$ cat src/rtl/wdg_pkg.sv
package wdg_pkg;
    typedef enum logic [1:0] {
        ST_LOAD  = 2'd0,
        ST_WATCH = 2'd1,
        ST_FIRE  = 2'd2
    } wdg_state_e;
endpackage

$ cat src/rtl/wdg_checkin_tracker.sv
// Holds one pending/seen flag per agent and reports set completion.
module wdg_checkin_tracker #(
    parameter int N_CLIENTS = 4
) (
    input  logic                 clk,
    input  logic                 rst_n,
    input  logic                 clear,
    input  logic                 capture,
    input  logic [N_CLIENTS-1:0] checkin,
    input  logic [N_CLIENTS-1:0] enable_mask,
    output logic                 all_done,
    output logic [N_CLIENTS-1:0] missing
);
    logic [N_CLIENTS-1:0] seen_q;

    for (genvar i = 0; i < N_CLIENTS; i++) begin : g_client
        always_ff @(posedge clk or negedge rst_n) begin
            if (!rst_n) begin
                seen_q[i] <= 1'b0;
            end else if (clear) begin
                seen_q[i] <= 1'b0;
            end else if (capture && checkin[i]) begin
                seen_q[i] <= 1'b1;
            end
        end
    end

    // Complete when every enabled agent is recorded or strobing now.
    always_comb begin
        all_done = &(seen_q | checkin | ~enable_mask);
        missing  = enable_mask & ~seen_q;
    end
endmodule

$ cat src/rtl/wdg_window_counter.sv
// Down-counter for the supervision window.
module wdg_window_counter #(
    parameter int CNT_W = 16
) (
    input  logic             clk,
    input  logic             rst_n,
    input  logic             load,
    input  logic             dec,
    input  logic [CNT_W-1:0] load_val,
    output logic             expired
);
    logic [CNT_W-1:0] cnt_q;

    always_ff @(posedge clk or negedge rst_n) begin
        if (!rst_n) begin
            cnt_q <= '0;
        end else if (load) begin
            cnt_q <= load_val;
        end else if (dec && cnt_q != '0) begin
            cnt_q <= cnt_q - 1'b1;
        end
    end

    assign expired = (cnt_q == '0);
endmodule

$ cat src/rtl/wdg_seq_fsm.sv
// Sequencer: LOAD -> WATCH -> FIRE -> LOAD.
module wdg_seq_fsm
    import wdg_pkg::*;
#(
    parameter int RST_LEN = 4
) (
    input  logic clk,
    input  logic rst_n,
    input  logic all_done,
    input  logic expired,
    output logic reset_req,
    output logic trk_clear,
    output logic trk_capture,
    output logic cnt_load,
    output logic cnt_dec
);
    localparam int PW = (RST_LEN > 1) ? $clog2(RST_LEN) : 1;
    localparam logic [PW-1:0] PULSE_LAST = PW'(RST_LEN - 1);

    wdg_state_e state_q, state_d;
    logic [PW-1:0] pulse_q;

    // State register
    always_ff @(posedge clk or negedge rst_n) begin
        if (!rst_n) state_q <= ST_LOAD;
        else        state_q <= state_d;
    end

    // Pulse length counter: preset outside FIRE, counts down inside it
    always_ff @(posedge clk or negedge rst_n) begin
        if (!rst_n)                 pulse_q <= PULSE_LAST;
        else if (state_q == ST_FIRE) pulse_q <= pulse_q - 1'b1;
        else                        pulse_q <= PULSE_LAST;
    end

    // Next state
    always_comb begin
        state_d = state_q;
        unique case (state_q)
            ST_LOAD:  state_d = ST_WATCH;                       // arm
            ST_WATCH: begin
                if (all_done)     state_d = ST_WATCH;           // restart
                else if (expired) state_d = ST_FIRE;            // expire
                else              state_d = ST_WATCH;           // tick
            end
            ST_FIRE:  state_d = (pulse_q == '0) ? ST_LOAD : ST_FIRE; // release / hold
            default:  state_d = ST_LOAD;
        endcase
    end

    // Outputs
    always_comb begin
        reset_req   = 1'b0;
        trk_clear   = 1'b0;
        trk_capture = 1'b0;
        cnt_load    = 1'b0;
        cnt_dec     = 1'b0;
        unique case (state_q)
            ST_LOAD: begin
                cnt_load  = 1'b1;
                trk_clear = 1'b1;
            end
            ST_WATCH: begin
                if (all_done) begin
                    cnt_load  = 1'b1;
                    trk_clear = 1'b1;
                end else if (expired) begin
                    trk_clear = 1'b1;
                end else begin
                    cnt_dec     = 1'b1;
                    trk_capture = 1'b1;
                end
            end
            ST_FIRE: begin
                reset_req = 1'b1;
                trk_clear = 1'b1;
            end
            default: trk_clear = 1'b1;
        endcase
    end
endmodule

$ cat src/rtl/wdg_supervisor.sv
module wdg_supervisor #(
    parameter int N_CLIENTS = 4,
    parameter int CNT_W     = 16,
    parameter int RST_LEN   = 4
) (
    input  logic                 clk,
    input  logic                 rst_n,
    input  logic [N_CLIENTS-1:0] checkin,
    input  logic [N_CLIENTS-1:0] enable_mask,
    input  logic [CNT_W-1:0]     timeout,
    output logic                 reset_req,
    output logic [N_CLIENTS-1:0] missing
);
    logic all_done, expired;
    logic trk_clear, trk_capture, cnt_load, cnt_dec;

    wdg_checkin_tracker #(.N_CLIENTS(N_CLIENTS)) i_tracker (
        .clk         (clk),
        .rst_n       (rst_n),
        .clear       (trk_clear),
        .capture     (trk_capture),
        .checkin     (checkin),
        .enable_mask (enable_mask),
        .all_done    (all_done),
        .missing     (missing)
    );

    wdg_window_counter #(.CNT_W(CNT_W)) i_counter (
        .clk      (clk),
        .rst_n    (rst_n),
        .load     (cnt_load),
        .dec      (cnt_dec),
        .load_val (timeout),
        .expired  (expired)
    );

    wdg_seq_fsm #(.RST_LEN(RST_LEN)) i_fsm (
        .clk         (clk),
        .rst_n       (rst_n),
        .all_done    (all_done),
        .expired     (expired),
        .reset_req   (reset_req),
        .trk_clear   (trk_clear),
        .trk_capture (trk_capture),
        .cnt_load    (cnt_load),
        .cnt_dec     (cnt_dec)
    );
endmodule

$ cat config.mk
export PLATFORM = sky130hd
export DESIGN_NAME = wdg_supervisor
export DESIGN_NICKNAME = d
export VERILOG_FILES = /design/src/rtl/wdg_pkg.sv /design/src/rtl/wdg_checkin_tracker.sv /design/src/rtl/wdg_window_counter.sv /design/src/rtl/wdg_seq_fsm.sv /design/src/rtl/wdg_supervisor.sv
export SDC_FILE = /design/constraint.sdc
export NUM_CORES = 1
export LEC_CHECK = 0
export ABC_CLOCK_PERIOD_IN_PS = 5620
export CAP_MARGIN = 20
export CORE_AREA = 2 2 60 62
export CTS_BUF_LIST = sky130_fd_sc_hd__clkbuf_4 sky130_fd_sc_hd__clkbuf_8 sky130_fd_sc_hd__clkbuf_16
export DETAILED_ROUTE_END_ITERATION = 8
export DIE_AREA = 0 0 62 64
export GPL_ROUTABILITY_DRIVEN = 0
export PLACE_DENSITY = 0.79
export SYNTH_ARGS = -nofsm -noshare
export SYNTH_HDL_FRONTEND = slang
export SYNTH_SLANG_ARGS = --single-unit
$ cat constraint.sdc
create_clock -name clk -period 5.62 [get_ports clk]
set_input_delay 1.124 -clock clk [delete_from_list [all_inputs] [get_ports clk]]
set_output_delay 1.124 -clock clk [all_outputs]
set_load 0.01 [all_outputs]
# Word-level counts from Yosys, hierarchy flattened
# Cells that the tools add are included.
[classes] addsub=2 eq_ne=2 mux=24 bitwise_logic=5 n_reduce_logical=15
[ops] op="16-bit 2-to-1 mux" n=2
[ops] op="16-bit logical NOT" n=1
[ops] op="1-bit 2-to-1 mux" n=16
[ops] op="16-bit nonzero test" n=1
[ops] op="16-bit by 1-bit subtractor with 16-bit output (second input constant)" n=1
[ops] op="2-bit nonzero test" n=5
[ops] op="2-bit 2-to-1 mux" n=4
[ops] op="4-bit NOT" n=2
[ops] op="4-bit bitwise OR" n=2
[ops] op="2-bit one-hot mux with 3 select lines" n=1
[ops] op="1-bit logical AND" n=5
[ops] op="4-bit bitwise AND" n=1
[ops] op="2-bit logical NOT" n=2
[ops] op="4-bit AND reduction" n=1
[ops] op="2-bit by 1-bit equality test with 1-bit output (second input constant)" n=1
[ops] op="2-bit equality test (second input constant)" n=1
[ops] op="1-bit one-hot mux with 2 select lines" n=1
[ops] op="2-bit by 1-bit subtractor with 2-bit output (second input constant)" n=1
[totals] ff_bits=24 inputBits=26 out_inout_bits=5 elab_cells=55

# Depth between registers and ports, before layout
[depth] depth_word=8 depth_mapped=7 mapped_depth_nobuf=7

# Modules after synthesis
# A second synthesis with hierarchy kept.
[hier_totals] hier_cells=165 area_unflattened_um2=1476.4
[by_module_without_submodules] module="wdg_window_counter" instances=1 cells_per_inst=124 area_per_inst_um2=1063.5
[by_module_without_submodules] module="wdg_checkin_tracker" instances=1 cells_per_inst=21 area_per_inst_um2=209.0
[by_module_without_submodules] module="wdg_seq_fsm" instances=1 cells_per_inst=20 area_per_inst_um2=203.9

# Least setup slack after synthesis
# Ideal clock, no wire load.
[synth_path] path_type="in2reg" start="input port checkin[3]" end="register i_counter.cnt_q[12]" setup_ns=0.125 t_arrival_ns=2.468 required_ns=5.495 path_slack_ns=3.027 stages=7 path_buffers=2 path_cell_list="nor2_1 > a22oi_1 > a21boi_1 > or2_2 > clkbuf_1 > buf_2 > mux2_2"
[synth_via] elab_chain_cells=7 elab_cells_between_ends=10 classes_between="5 x mux; 2 x bitwise; 3 x reduce/logical"
[synth_rtl] item="start, declared" line="wdg_supervisor.sv:8" rtl="input logic [N_CLIENTS-1:0] checkin,"
[synth_rtl] item="4-bit bitwise OR (*) (2 in series)" line="wdg_checkin_tracker.sv:30" rtl="all_done = &(seen_q | checkin | ~enable_mask);"
[synth_rtl] item="4-bit AND reduction (*)" line="wdg_checkin_tracker.sv:30"
[synth_rtl] item="1-bit 2-to-1 mux" line="wdg_seq_fsm.sv:64" rtl="if (all_done) begin"
[synth_rtl] item="1-bit 2-to-1 mux" line="wdg_seq_fsm.sv:58" rtl="unique case (state_q)"
[synth_rtl] item="1-bit logical AND" line="wdg_window_counter.sv:19" rtl="end else if (dec && cnt_q != '0) begin"
[synth_rtl] item="2-bit nonzero test (no source line)"
[synth_rtl] item="end signal, assigned" line="wdg_window_counter.sv:18" rtl="cnt_q <= load_val;"
[synth_rtl] item="end signal, assigned" line="wdg_window_counter.sv:20" rtl="cnt_q <= cnt_q - 1'b1;"
[synth_rtl] item="end, declared" line="wdg_window_counter.sv:12" rtl="logic [CNT_W-1:0] cnt_q;"
# Mark *: on every way between the ends. The rest lies on a longest branch, timed or not.
# A chain may end at the register's enable or synchronous reset.

# Worst setup path after layout
[layout_path] start="input port enable_mask[1]" end="output port missing[1]"
[layout_via] elab_chain_cells=1
[layout_rtl] item="start, declared" line="wdg_supervisor.sv:9" rtl="input logic [N_CLIENTS-1:0] enable_mask,"
[layout_rtl] item="4-bit bitwise AND" line="wdg_checkin_tracker.sv:31" rtl="missing = enable_mask & ~seen_q;"
[layout_rtl] item="end, declared" line="wdg_supervisor.sv:12" rtl="output logic [N_CLIENTS-1:0] missing"
# Every way passes these cells.

==> results by group <==
Synthesis
  • Synth Area in Simple Gates: 29.70%
  • Post-Syn Area per Cell: 9.939 sq um
  • Top FF cell, synth: dfrtp_1
  • Adder-Cell Fraction of Synth Area: under 10%
  • Sequential element share of the synthesized area: between 40% and 50%
  • Compound-gate portion of the synthesized area: 9.131%
  • Area contributors post-synth: dfrtp_1 39%, xnor2_1 5.0%, mux2_2 4.8%, nor3_1 3.9%, dfstp_2 3.7%
  • Synthesized cell area: 1411 sq um
  • Largest family of logic cells by synthesized area: simple AND/OR/NAND/NOR gates
  • Post-synth top area cell: dfrtp_1
  • Synthesized net count: 171
  • XOR/XNOR share of the synthesized area: under 10%
  • #FFs+latches synth: 24
  • Post-synth EDFFs: 0
  • Ys async rst share: between 90% and 100%
  • Share of the synthesized area in the top cell type: 39.01%
  • Multiplexer share of the synthesized area: 7.447%
  • Syn. warnings: 0
  • Cells after Synth: 142
  • Netlist cell types: between 40 and 50

CTS
  • CTS tree: built
  • Clk Latency, worst-skew pair: 0.32 ns
  • Clk buf depth: 2
  • Clock sinks: 24
  • Setup bufs post-CTS: 0
  • Post-CTS Hold Buffers: 0
  • H-tree Lvls: 1
  • Worst-path clk slew: 0.13 ns
  • Post-CTS resize count: 0
  • Root buf cell: clkbuf_4
  • CTS buffer count: 3

Layout
  • Commonest non-fill, non-tap cell in the layout: clkdlybuf4s50_1
  • Final std cells w/o fill: 217
  • Synthesis-to-layout area growth: 27.22%
  • Number of fillers in the final layout: between 200 and 300
  • FF/Latch Area: ~600 sq um
  • Nets: 201
  • Ant diodes: 0
  • Most frequent cells in the layout: 30 x clkdlybuf4s50_1, 22 x dfrtp_1, 11 x nor2_1, 11 x nand2_1, 11 x nor3_1
  • Multi-input gate area: 760.7 sq um
  • Share of cells above drive strength 1: 13.45%

GRT
  • Pin count of the biggest net entering global routing: 25
  • First-pass GRT wire length: 4995 microns
  • Global-route usage over all layers: between 15 and 20%
  • Number of global-route vias before repair: 1114
  • Total grt overflow: 0
  • Initial antenna violation count: 0

Drt
  • Drt wl/cell: 13.94 microns
  • Iter 0 DRT Violations: slightly above 80
  • Antenna-violating nets left: 0
  • Via/cell ratio: 5.498
  • Final WL: 3024 microns
  • DR pass1 iterations: 7
  • Via count: 1193
  • DRC Markers: 2

Pwr
  • Pwr per Cell Area: 296.8 nW/um^2
  • Tot Pwr: 532.9 uW
  • LEAKAGE: 0.7085 nW
  • Maximum vdd drop: 0.1290 mV

Place
  • DPL Wire Length: 2243 microns
  • Dpl cells: 212
  • Dpl ws: 2.136 ns
  • # port buffers: 30

Die
  • I/O pin total: 31
  • Core region area: 3284 sq um
  • Row cnt: 21
  • Initial core utilization: 42.97%
  • DIE AREA: 3968 sq um
  • Die Y: ~64 microns
  • Chip width: between 60 and 70 microns

Timing
  • Max_slew headroom: between 30% and 40%
  • Final period utilization: between 60% and 70%
  • Worst-Margin Slew: 0.9112 ns
  • Clock skew: 0.002749 ns
  • F_max: 291.1 MHz
  • Final Slew Violations: 0
  • Count of final hold-check violations: 0
  • Hold_ws: 0.4636 ns
  • Fin Setup TNS: 0 ns
  • Setup WS post-layout: 2.185 ns
  • Unrepaired setup endpoints after global routing: no
  • Setup violators final: 0
  • Final min period: 3.435 ns

Run status
  • Status: finished, violations left
  • Failing checks: DRC

Flow run
  • Max cap viols: 0

Critical path
  • R2R cell count: 5
  • CP startpoint kind: primary input
  • Reg2reg start: i_tracker.seen_q[3]$_DFFE_PN0P_
  • Critical setup path kind: primary input to primary output
  • Arr. time, crit path: roughly 2.3 ns
  • CP required: 4.50 ns
  • Endpoint type of the worst setup path: primary output
  • CP startpoint: enable_mask[1]
  • R2R setup slack: 3.31 ns
  • Reg-to-reg endpoint: i_counter.cnt_q[5]$_DFFE_PN0P_
  • End point of the critical path: missing[1]
  • CP Max Fanout: 2

Min path
  • HP Class: flop to flop
[critical path, cell delays in order]
cell and delay, ns:
clkdlybuf4s50_1 0.49, nor2b_1 0.14, clkdlybuf4s50_1 0.55
[how the worst min path moves through the flow]
stage	startpoint	to	cells after the start
5_1_grt	i_fsm.pulse_q[0]$_DFF_PN1_	i_fsm.pulse_q[0]$_DFF_PN1_	1
3_5_place_dp	i_fsm.pulse_q[0]$_DFF_PN1_	i_fsm.pulse_q[0]$_DFF_PN1_	1
4_1_cts	i_fsm.pulse_q[0]$_DFF_PN1_	i_fsm.pulse_q[0]$_DFF_PN1_	1
6_report	i_fsm.pulse_q[0]$_DFF_PN1_	i_fsm.pulse_q[0]$_DFF_PN1_	1
3_3_place_gp	i_fsm.pulse_q[0]$_DFF_PN1_	i_fsm.pulse_q[0]$_DFF_PN1_	1
2_1_floorplan	i_fsm.pulse_q[0]$_DFF_PN1_	i_fsm.pulse_q[0]$_DFF_PN1_	1
[layer usage]
layer / track usage (%) / vias to the layer above / wire length, microns
met1: 21.27 / 572 / 1281
met2: 26.95 / 46 / 1535
li1: - / 569 / -
met4: 6.649 / 0 / 60
met3: 2.429 / 6 / 147
met5: 0 / - / 0
[cell families (layout without fill, tap and decap cells)]
logic type               count (synthesis)  count (layout)
buffers and inverters                   12              41
AO/OA/AOI/OAI                           19              19
XOR/XNOR                                 8               8
adder cells (fa/ha/maj)                  3               3
AND/OR/NAND/NOR                         67              67
multiplexers                             9               9
flip-flops                              24              24
[sequential cells by signal, indices dropped and copies added (netlist names)]
name	flops
i_counter.cnt_q	16
i_tracker.seen_q	4
i_fsm.pulse_q	2
i_fsm.state_q	2
[area by class of cell]
class                   instances  area share [%]
clock buffers                   4           2.021
repair buffers                 31           17.56
well taps                      46           3.206
multi-input cells             106           42.37
inverters                       6           1.254
flip-flops and latches         24           33.59
[Yosys cell counts, types with 2 or more instances]
cell,instances
mux2_1,2
o31ai_1,2
clkbuf_1,4
nand3_1,5
nor3_1,11
or3_1,3
ha_1,3
mux2_2,6
a31oi_1,4
nor4_4,2
a22oi_1,2
a21oi_1,3
nand4b_1,2
o211ai_1,2
nor2_1,11
nand2_1,11
nand2b_1,2
dfstp_2,2
inv_1,6
xnor2_1,8
dfrtp_1,22
buf_2,2
nand4_1,3
nor2b_1,5
[power breakdown]
group / internal (mW) / switching, mW / leakage (nW)
Sequential: 0.211 / 0.0556 / 0.279
Clock: 0.0397 / 0.0532 / 0.0210
Combinational: 0.0958 / 0.0772 / 0.409
Total: 0.347 / 0.186 / 0.709
[per-stage QoR]
stage,area [sq um],utilization [%]
after floorplan,1411,-
after CTS,1780,54.21
final,1795,54.67
after detailed placement,1744,53.10
after global placement,1744,53.10
after global routing,1795,54.67
(Power assumes the default switching activity.)
